File: config.mk
export PLATFORM = sky130hd
export DESIGN_NAME = spi_clk_gen
export DESIGN_NICKNAME = d
export VERILOG_FILES = /design/src/rtl/spi_clk_gen_pkg.sv /design/src/rtl/sclk_step_sel.sv /design/src/rtl/sclk_phase_acc.sv /design/src/rtl/sclk_edge_gen.sv /design/src/rtl/sclk_rate_flag.sv /design/src/rtl/spi_clk_gen.sv
export SDC_FILE = /design/constraint.sdc
export NUM_CORES = 1
export LEC_CHECK = 0
export BUFFER_PORTS_ARGS = -buffer_cell sky130_fd_sc_hd__buf_2
export CORE_AREA = 2 2 92 94
export DETAILED_ROUTE_END_ITERATION = 12
export DIE_AREA = 0 0 94 96
export PLACE_DENSITY_LB_ADDON = 0.15
export SLEW_MARGIN = 20
export SYNTH_ARGS = -nofsm -noshare
export SYNTH_HDL_FRONTEND = slang
export SYNTH_SLANG_ARGS = --single-unit
File: constraint.sdc
create_clock -name clk_i -period 5.08 [get_ports clk_i]
set_input_delay 0.254 -clock clk_i [delete_from_list [all_inputs] [get_ports clk_i]]
set_output_delay 0.254 -clock clk_i [all_outputs]
set_load 0.02 [all_outputs]
File: src/rtl/spi_clk_gen_pkg.sv
package spi_clk_gen_pkg;
  typedef struct packed {
    logic latch_rise;
    logic launch_rise;
  } edge_cfg_t;
endpackage

File: src/rtl/sclk_step_sel.sv
module sclk_step_sel #(
  parameter int FCW_W     = 16,
  parameter int HALF_LOG2 = 10,
  localparam int STEP_W   = HALF_LOG2 + 1
) (
  input  logic [FCW_W-1:0]  freq_ctrl_i,
  input  logic              dbl_rate_i,
  output logic [STEP_W-1:0] step_o
);
  localparam logic [FCW_W:0] HALF = (FCW_W+1)'(1) << HALF_LOG2;

  logic [FCW_W:0] raw;

  always_comb begin
    raw = dbl_rate_i ? {freq_ctrl_i, 1'b0} : {1'b0, freq_ctrl_i};
    // at most one edge per reference cycle
    if (raw > HALF) raw = HALF;
    step_o = raw[STEP_W-1:0];
  end
endmodule

File: src/rtl/sclk_phase_acc.sv
module sclk_phase_acc #(
  parameter int HALF_LOG2 = 10,
  localparam int STEP_W   = HALF_LOG2 + 1,
  localparam int ACC_W    = HALF_LOG2 + 2
) (
  input  logic              clk_i,
  input  logic              rst_ni,
  input  logic              en_i,
  input  logic              rst_on_loop_i,
  input  logic [STEP_W-1:0] step_i,
  output logic              wrap_o
);
  localparam logic [ACC_W-1:0] HALF = ACC_W'(1) << HALF_LOG2;

  logic [ACC_W-1:0] acc_q, acc_d, sum;

  always_comb begin
    sum    = acc_q + ACC_W'(step_i);
    wrap_o = en_i && (sum >= HALF);
    if (!en_i)      acc_d = '0;
    else if (wrap_o) acc_d = rst_on_loop_i ? '0 : sum - HALF;
    else            acc_d = sum;
  end

  always_ff @(posedge clk_i or negedge rst_ni) begin
    if (!rst_ni) acc_q <= '0;
    else         acc_q <= acc_d;
  end
endmodule

File: src/rtl/sclk_edge_gen.sv
module sclk_edge_gen
  import spi_clk_gen_pkg::*;
(
  input  logic      clk_i,
  input  logic      rst_ni,
  input  logic      en_i,
  input  logic      cpol_i,
  input  logic      wrap_i,
  input  edge_cfg_t cfg_i,
  output logic      sclk_o,
  output logic      launch_o,
  output logic      latch_o
);
  logic       sclk_q, sclk_d;
  logic [1:0] stb_q, stb_d, sel;

  assign sel = {cfg_i.latch_rise, cfg_i.launch_rise};

  always_comb begin
    sclk_d = sclk_q;
    if (!en_i)       sclk_d = cpol_i;
    else if (wrap_i) sclk_d = ~sclk_q;
  end

  for (genvar g = 0; g < 2; g++) begin : g_stb
    assign stb_d[g] = en_i && wrap_i && (sclk_d == sel[g]);
  end

  always_ff @(posedge clk_i or negedge rst_ni) begin
    if (!rst_ni) begin
      sclk_q <= 1'b0;
      stb_q  <= '0;
    end else begin
      sclk_q <= sclk_d;
      stb_q  <= stb_d;
    end
  end

  assign sclk_o   = sclk_q;
  assign launch_o = stb_q[0];
  assign latch_o  = stb_q[1];
endmodule

File: src/rtl/sclk_rate_flag.sv
module sclk_rate_flag #(
  parameter int REF_HZ      = 200_000_000,
  parameter int SYNC_MAX_HZ = 30_000_000,
  parameter int HALF_LOG2   = 10,
  localparam int STEP_W     = HALF_LOG2 + 1
) (
  input  logic              clk_i,
  input  logic              rst_ni,
  input  logic [STEP_W-1:0] step_i,
  output logic              async_o
);
  localparam logic [63:0] LIMIT = 64'(SYNC_MAX_HZ) << (HALF_LOG2 + 1);

  logic [63:0] prod;
  assign prod = 64'(step_i) * 64'(REF_HZ);

  always_ff @(posedge clk_i or negedge rst_ni) begin
    if (!rst_ni) async_o <= 1'b0;
    else         async_o <= (prod > LIMIT);
  end
endmodule

File: src/rtl/spi_clk_gen.sv
module spi_clk_gen
  import spi_clk_gen_pkg::*;
#(
  parameter int FCW_W       = 16,
  parameter int HALF_LOG2   = 10,
  parameter int REF_HZ      = 200_000_000,
  parameter int SYNC_MAX_HZ = 30_000_000
) (
  input  logic             clk_i,
  input  logic             rst_ni,
  input  logic             en_i,
  input  logic [FCW_W-1:0] freq_ctrl_i,
  input  logic             rst_on_loop_i,
  input  logic             dbl_rate_i,
  input  logic             cpol_i,
  input  logic             launch_rise_i,
  input  logic             latch_rise_i,
  output logic             sclk_o,
  output logic             launch_o,
  output logic             latch_o,
  output logic             async_in_o
);
  localparam int STEP_W = HALF_LOG2 + 1;

  logic [STEP_W-1:0] step;
  logic              wrap;
  edge_cfg_t         cfg;

  assign cfg = '{latch_rise: latch_rise_i, launch_rise: launch_rise_i};

  sclk_step_sel #(.FCW_W(FCW_W), .HALF_LOG2(HALF_LOG2)) u_step (
    .freq_ctrl_i(freq_ctrl_i), .dbl_rate_i(dbl_rate_i), .step_o(step)
  );

  sclk_phase_acc #(.HALF_LOG2(HALF_LOG2)) u_acc (
    .clk_i(clk_i), .rst_ni(rst_ni), .en_i(en_i),
    .rst_on_loop_i(rst_on_loop_i), .step_i(step), .wrap_o(wrap)
  );

  sclk_edge_gen u_edge (
    .clk_i(clk_i), .rst_ni(rst_ni), .en_i(en_i), .cpol_i(cpol_i),
    .wrap_i(wrap), .cfg_i(cfg),
    .sclk_o(sclk_o), .launch_o(launch_o), .latch_o(latch_o)
  );

  sclk_rate_flag #(
    .REF_HZ(REF_HZ), .SYNC_MAX_HZ(SYNC_MAX_HZ), .HALF_LOG2(HALF_LOG2)
  ) u_flag (
    .clk_i(clk_i), .rst_ni(rst_ni), .step_i(step), .async_o(async_in_o)
  );
endmodule

# Yosys cells after proc, flatten, opt, wreduce, memory -nomap -nowiden
# Cells that the tools add are included.
[word_totals]
ff_bits = 16
input_bits = 24
output_inout_bits = 4
word_cells = 24
[op_classes]
add_sub_neg = 2
multipliers = 1
order_cmp = 3
eq_ne = 2
n_mux = 7
bitwise = 1
n_reduce_logical = 4
[ops]
columns = ["cell", "n"]
rows = [
  ["> comparator 39 x 36 -> 1 bit, second input constant", 1],
  ["2-to-1 mux 12 bit", 3],
  ["multiplier 11 x 19 -> 30 bit, second input constant", 1],
  ["> comparator 17 x 11 -> 1 bit, second input constant", 1],
  ["2-to-1 mux 17 bit", 1],
  ["adder 12 x 11 -> 12 bit", 1],
  [">= comparator 12 x 11 -> 1 bit, second input constant", 1],
  ["subtractor 12 x 11 -> 12 bit, second input constant", 1],
  ["2-to-1 mux 11 bit", 1],
  ["logical AND 1 bit", 4],
  ["== test 1 bit", 2],
  ["2-to-1 mux 1 bit", 2],
  ["inverter 1 bit", 1],
]

# Logic depth before layout (Yosys ltp)
[depth]
word_depth = 10
depth_mapped = 26
mapped_depth_nobuf = 24

# Hierarchy
# A second synthesis with hierarchy kept.
[hier_totals]
hier_cells = 560
area_unflattened_um2 = 5068.6
[by_module_without_submodules]
columns = ["module", "instances", "cells_each", "area_per_inst_um2", "seq_area_each_um2"]
rows = [
  ["sclk_rate_flag", 1, 406, 3681.0, 25.0],
  ["sclk_phase_acc", 1, 109, 987.2, 300.3],
  ["sclk_step_sel", 1, 34, 279.0, 0.0],
  ["sclk_edge_gen", 1, 11, 121.4, 75.1],
]

# Worst setup path before layout
# OpenSTA, ideal clock, no wires.
[synth_path]
path_type = "input-to-reg"
startpoint = "input freq_ctrl_i[13]"
endpoint = "register u_flag.async_o"
setup_time_ns = 0.124
arrival_time_ns = 6.575
required_time_ns = 4.956
setup_slack_ns = -1.619
cell_stages = 23
path_buffers = 1
path_cell_list = "or4_4 > or2_4 > a221oi_1 > and2_1 > inv_1 > fa_1 > fa_1 > inv_1 > fa_1 > inv_1 > fa_1 > fa_1 > inv_1 > ha_1 > clkbuf_1 > and4_1 > and2_1 > o21ai_0 > o21ai_0 > nor4_1 > nor4b_1 > mux2_2 > a211o_1"
[synth_between]
elab_chain_cells = 5
[synth_lines]
columns = ["element", "line", "rtl"]
rows = [
  ["start, declared", "spi_clk_gen.sv:12", "input logic [FCW_W-1:0] freq_ctrl_i,"],
  ["2-to-1 mux 17 bit", "sclk_step_sel.sv:15", "raw = dbl_rate_i ? {freq_ctrl_i, 1'b0} : {1'b0, freq_ctrl_i};"],
  ["> comparator 17 x 11 -> 1 bit", "sclk_step_sel.sv:17", "if (raw > HALF) raw = HALF;"],
  ["2-to-1 mux 11 bit", "sclk_step_sel.sv:17", ""],
  ["multiplier 11 x 19 -> 30 bit", "sclk_rate_flag.sv:15", "assign prod = 64'(step_i) * 64'(REF_HZ);"],
  ["> comparator 39 x 36 -> 1 bit", "sclk_rate_flag.sv:19", "else async_o <= (prod > LIMIT);"],
  ["end signal, assigned", "sclk_rate_flag.sv:19", ""],
  ["end, declared", "sclk_rate_flag.sv:10", "output logic async_o"],
]
# No other way between the ends.

# Worst setup path in the final report
# Ends and elaborated chain as after synthesis.

==> results.toml <==
[outcome]
status = "finished, violations left"
failed_checks = "setup timing"

[timing]
setup_viol = 16
max_freq_mhz = 160
report.final.slew_viol_count = 0
period_minus_slack_ps = 6260
hold_viol_final = 0
setup_ws_ps = -1180
finalCritPeriodShare_pct = 123
rsz0062_at_grt = "yes"
fin_skew_ps = 16.7

[cells_and_area]
drive_gt1_share_pct = 38.1
fin_cells = 851
fin_nets = 925
syn2layout_area_growth_pct = 39.2
n_antenna_cell = 0
fin_util_pct = 87.2

[logic_synthesis]
yosys_most_used_dff = "dfrtp_1"
postSynthAreaPerCell_um2 = 8.96
synth_edf_count = 0
ys_async_sr_fraction_pct = 100
yosysWarnings = 0
synth_cell_types = 67
synthTopCellsByArea = "fa_1 (26%), ha_1 (22%), inv_1 (11%)"
yosysTopAreaCellShare_pct = 26.2
synth_top_area_cell = "fa_1"
syn_area_um2 = 5040
syn_inst = 563
synth-seq-cells = 16
ys_seq_area_share_pct = 7.94

[pwr]
ir_worst_vdd_uv = 97.6
p_leak_nw = 3.83
power.density_nw_per_um2 = 66.6

[detailed_routing]
first_pass_iters = 4
vias_per_cell = 5.78
drc = 0
drt_iter0_markers = 200
drtAntennaViolNets = 0
routed_wl_um = 16300
wl_per_cell_um = 19.1
num_vias = 4917

[worst_setup_path]
start_kind = "primary input"
cp_cell_sequence = "buf_6, or4_4, or2_4, a221oi_4, buf_6, nand2_4, inv_4, fa_2, fa_2, fa_2, fa_1, inv_2, fa_1, inv_2, ha_4, and4_4, nor2b_4, nor3_2, buf_4, a21oi_4, mux2i_1, nor4_1, o21ai_1, a211o_1"
crit_slowest_cell = "fa_2"
required_ps = 5230
crit_path_max_fanout = 4
crit_path_end_kind = "flip-flop"
cp_data_arrival_time_ps = 6410
crit_type = "in2reg"
cpPeakStageDelay_ps = 670
cp_common_cell = "fa_2"

[placed_design]
port_buffers = 27
place_inst = 819
dpl.hpwl_um = 11000
place.gp.congestion = 0.941

[run]
cap_viol_max_count = 0

[floorplanning]
die_w_um = 94
num_rows = 33
die-area_um2 = 9020
pin_count = 28
initial_core_util_pct = 62.6
die_h_um = 96
design.core.area_um2 = 8050

[clocking]
cts_root_buf = "clkbuf_8"
cts_tree = "yes"
ctsHtreeMaxLevel = 1
clk_latency_ps = 270
cts_sinks = 16
path_clk_slew_ps = 80
cts_made_buffers = 3
clock_path_buffers = 2

[grt]
first_global_vias = 5167
grt_first_pass_wirelength_um = 23400
grt_usage_pct = 33.6
grt_max_degree = 17
antenna_found_initial = 0
overflow = 0

[min_path]
hold_path.class = "in2reg"
==> worst paths after layout <==
kind | start | end | slack [ps] | cells past startpoint
hold reg to reg | u_acc.acc_q[0]$_DFF_PN0_ | u_acc.acc_q[0]$_DFF_PN0_ | 630 | 3
setup / recovery | freq_ctrl_i[13] | u_flag.async_o$_DFF_PN0_ | -1180 | 24
hold / removal | cpol_i | u_edge.sclk_o$_DFF_PN0_ | 240 | 2
max in group asynchronous | rst_ni | u_acc.acc_q[6]$_DFF_PN0_ | 4280 | 2
setup reg to reg | u_acc.acc_q[4]$_DFF_PN0_ | u_acc.acc_q[10]$_DFF_PN0_ | 940 | 15
min in group asynchronous | rst_ni | u_edge.sclk_o$_DFF_PN0_ | 470 | 2
==> layout make-up <==
type	instances	area (µm²)
tap	105	131
sequential	16	400
fill	402	1030
multi-input combinational	398	4510
clock buffer	4	55.1
inverter	145	562
timing repair buffer	183	1360
==> layer usage <==
metal  share of wire [%]  global-route usage (%)  vias to the layer above  wire length, µm
li1                    -                       -                     2225                -
met3                 4.8                    4.62                       73              782
met2                  52                    64.9                      183             8530
met4                 5.0                    9.78                        0              818
met1                  38                    38.7                     2436             6130
met5                   0                       0                        -                0
==> metrics by stage <==
step	TNS [ps]	setup slack (ps)	hold WS (ps)	power, mW	cell area [µm²]
global placement	-9340	-1260	199	0.314	6410
global route	-6700	-1330	236	0.495	7020
finish	-4220	-1180	236	0.467	7020
CTS	-1020	-1020	211	0.449	6640
floorplan	-4280	-961	-41.6	0.246	5220
detailed placement	-10550	-1420	210	0.320	6410
==> critical path, delay by kind of cell <==
family                   cells  cell delay [ps]
AND/OR/NAND/NOR              7             1680
adder cells (fa/ha/maj)      6             2950
AO/OA/AOI/OAI                4              790
buffers and inverters        6              610
multiplexers                 1              120
==> state kept, by name, indices dropped and copies added, names as in the netlist <==
signal / count
u_acc.acc_q: 12
u_edge.sclk_o: 1
u_edge.stb_q: 2
u_flag.async_o: 1
==> timing repair <==
action | 4_1_cts | 5_1_grt
setup endpoints to repair | 16 | 16
setup buffers | 14 | 14
hold endpoints to repair | 16 | 0
pin swaps | 21 | 44
gates resized for setup | 17 | 63
hold buffers | 1 | 0
==> layout by cell type, fill, tap and decap left out, types with 4 or more instances in the layout <==
cell type / n
a211o_1: 8
nor3_1: 5
nand2_1: 24
ha_4: 12
fa_2: 6
inv_2: 12
dfrtp_1: 16
xor2_1: 10
nand3_1: 8
fa_1: 60
a21oi_1: 17
o211ai_1: 6
o21a_1: 5
nand2_4: 5
buf_6: 9
a21o_1: 6
buf_2: 25
clkbuf_8: 4
mux2i_1: 6
inv_1: 127
mux2_2: 7
xnor2_1: 8
inv_4: 5
buf_4: 147
o21ai_0: 10
nor2_1: 17
ha_1: 74
nand2b_1: 9
==> cells by family (layout without fill, tap and decap cells) <==
logic type | count (synthesis) | after routing | share of synthesized area, %
adders and majority gates | 156 | 156 | 48.4
buffers and inverters | 150 | 332 | 11.2
and+or+nand+nor | 113 | 113 | 12.0
AOI/OAI and AO/OA | 93 | 93 | 13.4
xor gates and xnor gates | 21 | 21 | 4.17
DFF | 16 | 16 | 7.94
muxes | 13 | 13 | 2.75
other | 1 | 2 | 0.0744
==> where the power goes <==
part | leakage, nW | total (mW) | internal [mW] | switching [mW]
logic | 3.59 | 0.214 | 0.103 | 0.111
clock network | 0.0288 | 0.121 | 0.0690 | 0.0520
registers | 0.214 | 0.132 | 0.130 | 0.00234
==> synthesized netlist by cell type (3+ instances only) <==
cell       instances
nand2_1           30
nand4_1            3
clkbuf_1           3
a21o_1             6
o21a_1             5
o21ai_0           15
nor2b_1            3
xnor2_1            8
o211ai_1           6
xor2_1            11
or3_1              3
a221oi_1           3
a311oi_1           3
ha_1              88
nand3b_1           3
a21oi_1           21
nor3_1             8
nand4b_1           3
inv_1            144
mux2_2             7
and2_1             3
a211o_1            8
mux2i_1            6
fa_1              66
nor4_1             4
o2111ai_1          3
a211oi_1           3
nand3_1            8
dfrtp_1           16
nand2b_1          10
nor2_1            21
Power figures use the tool's default switching activity.
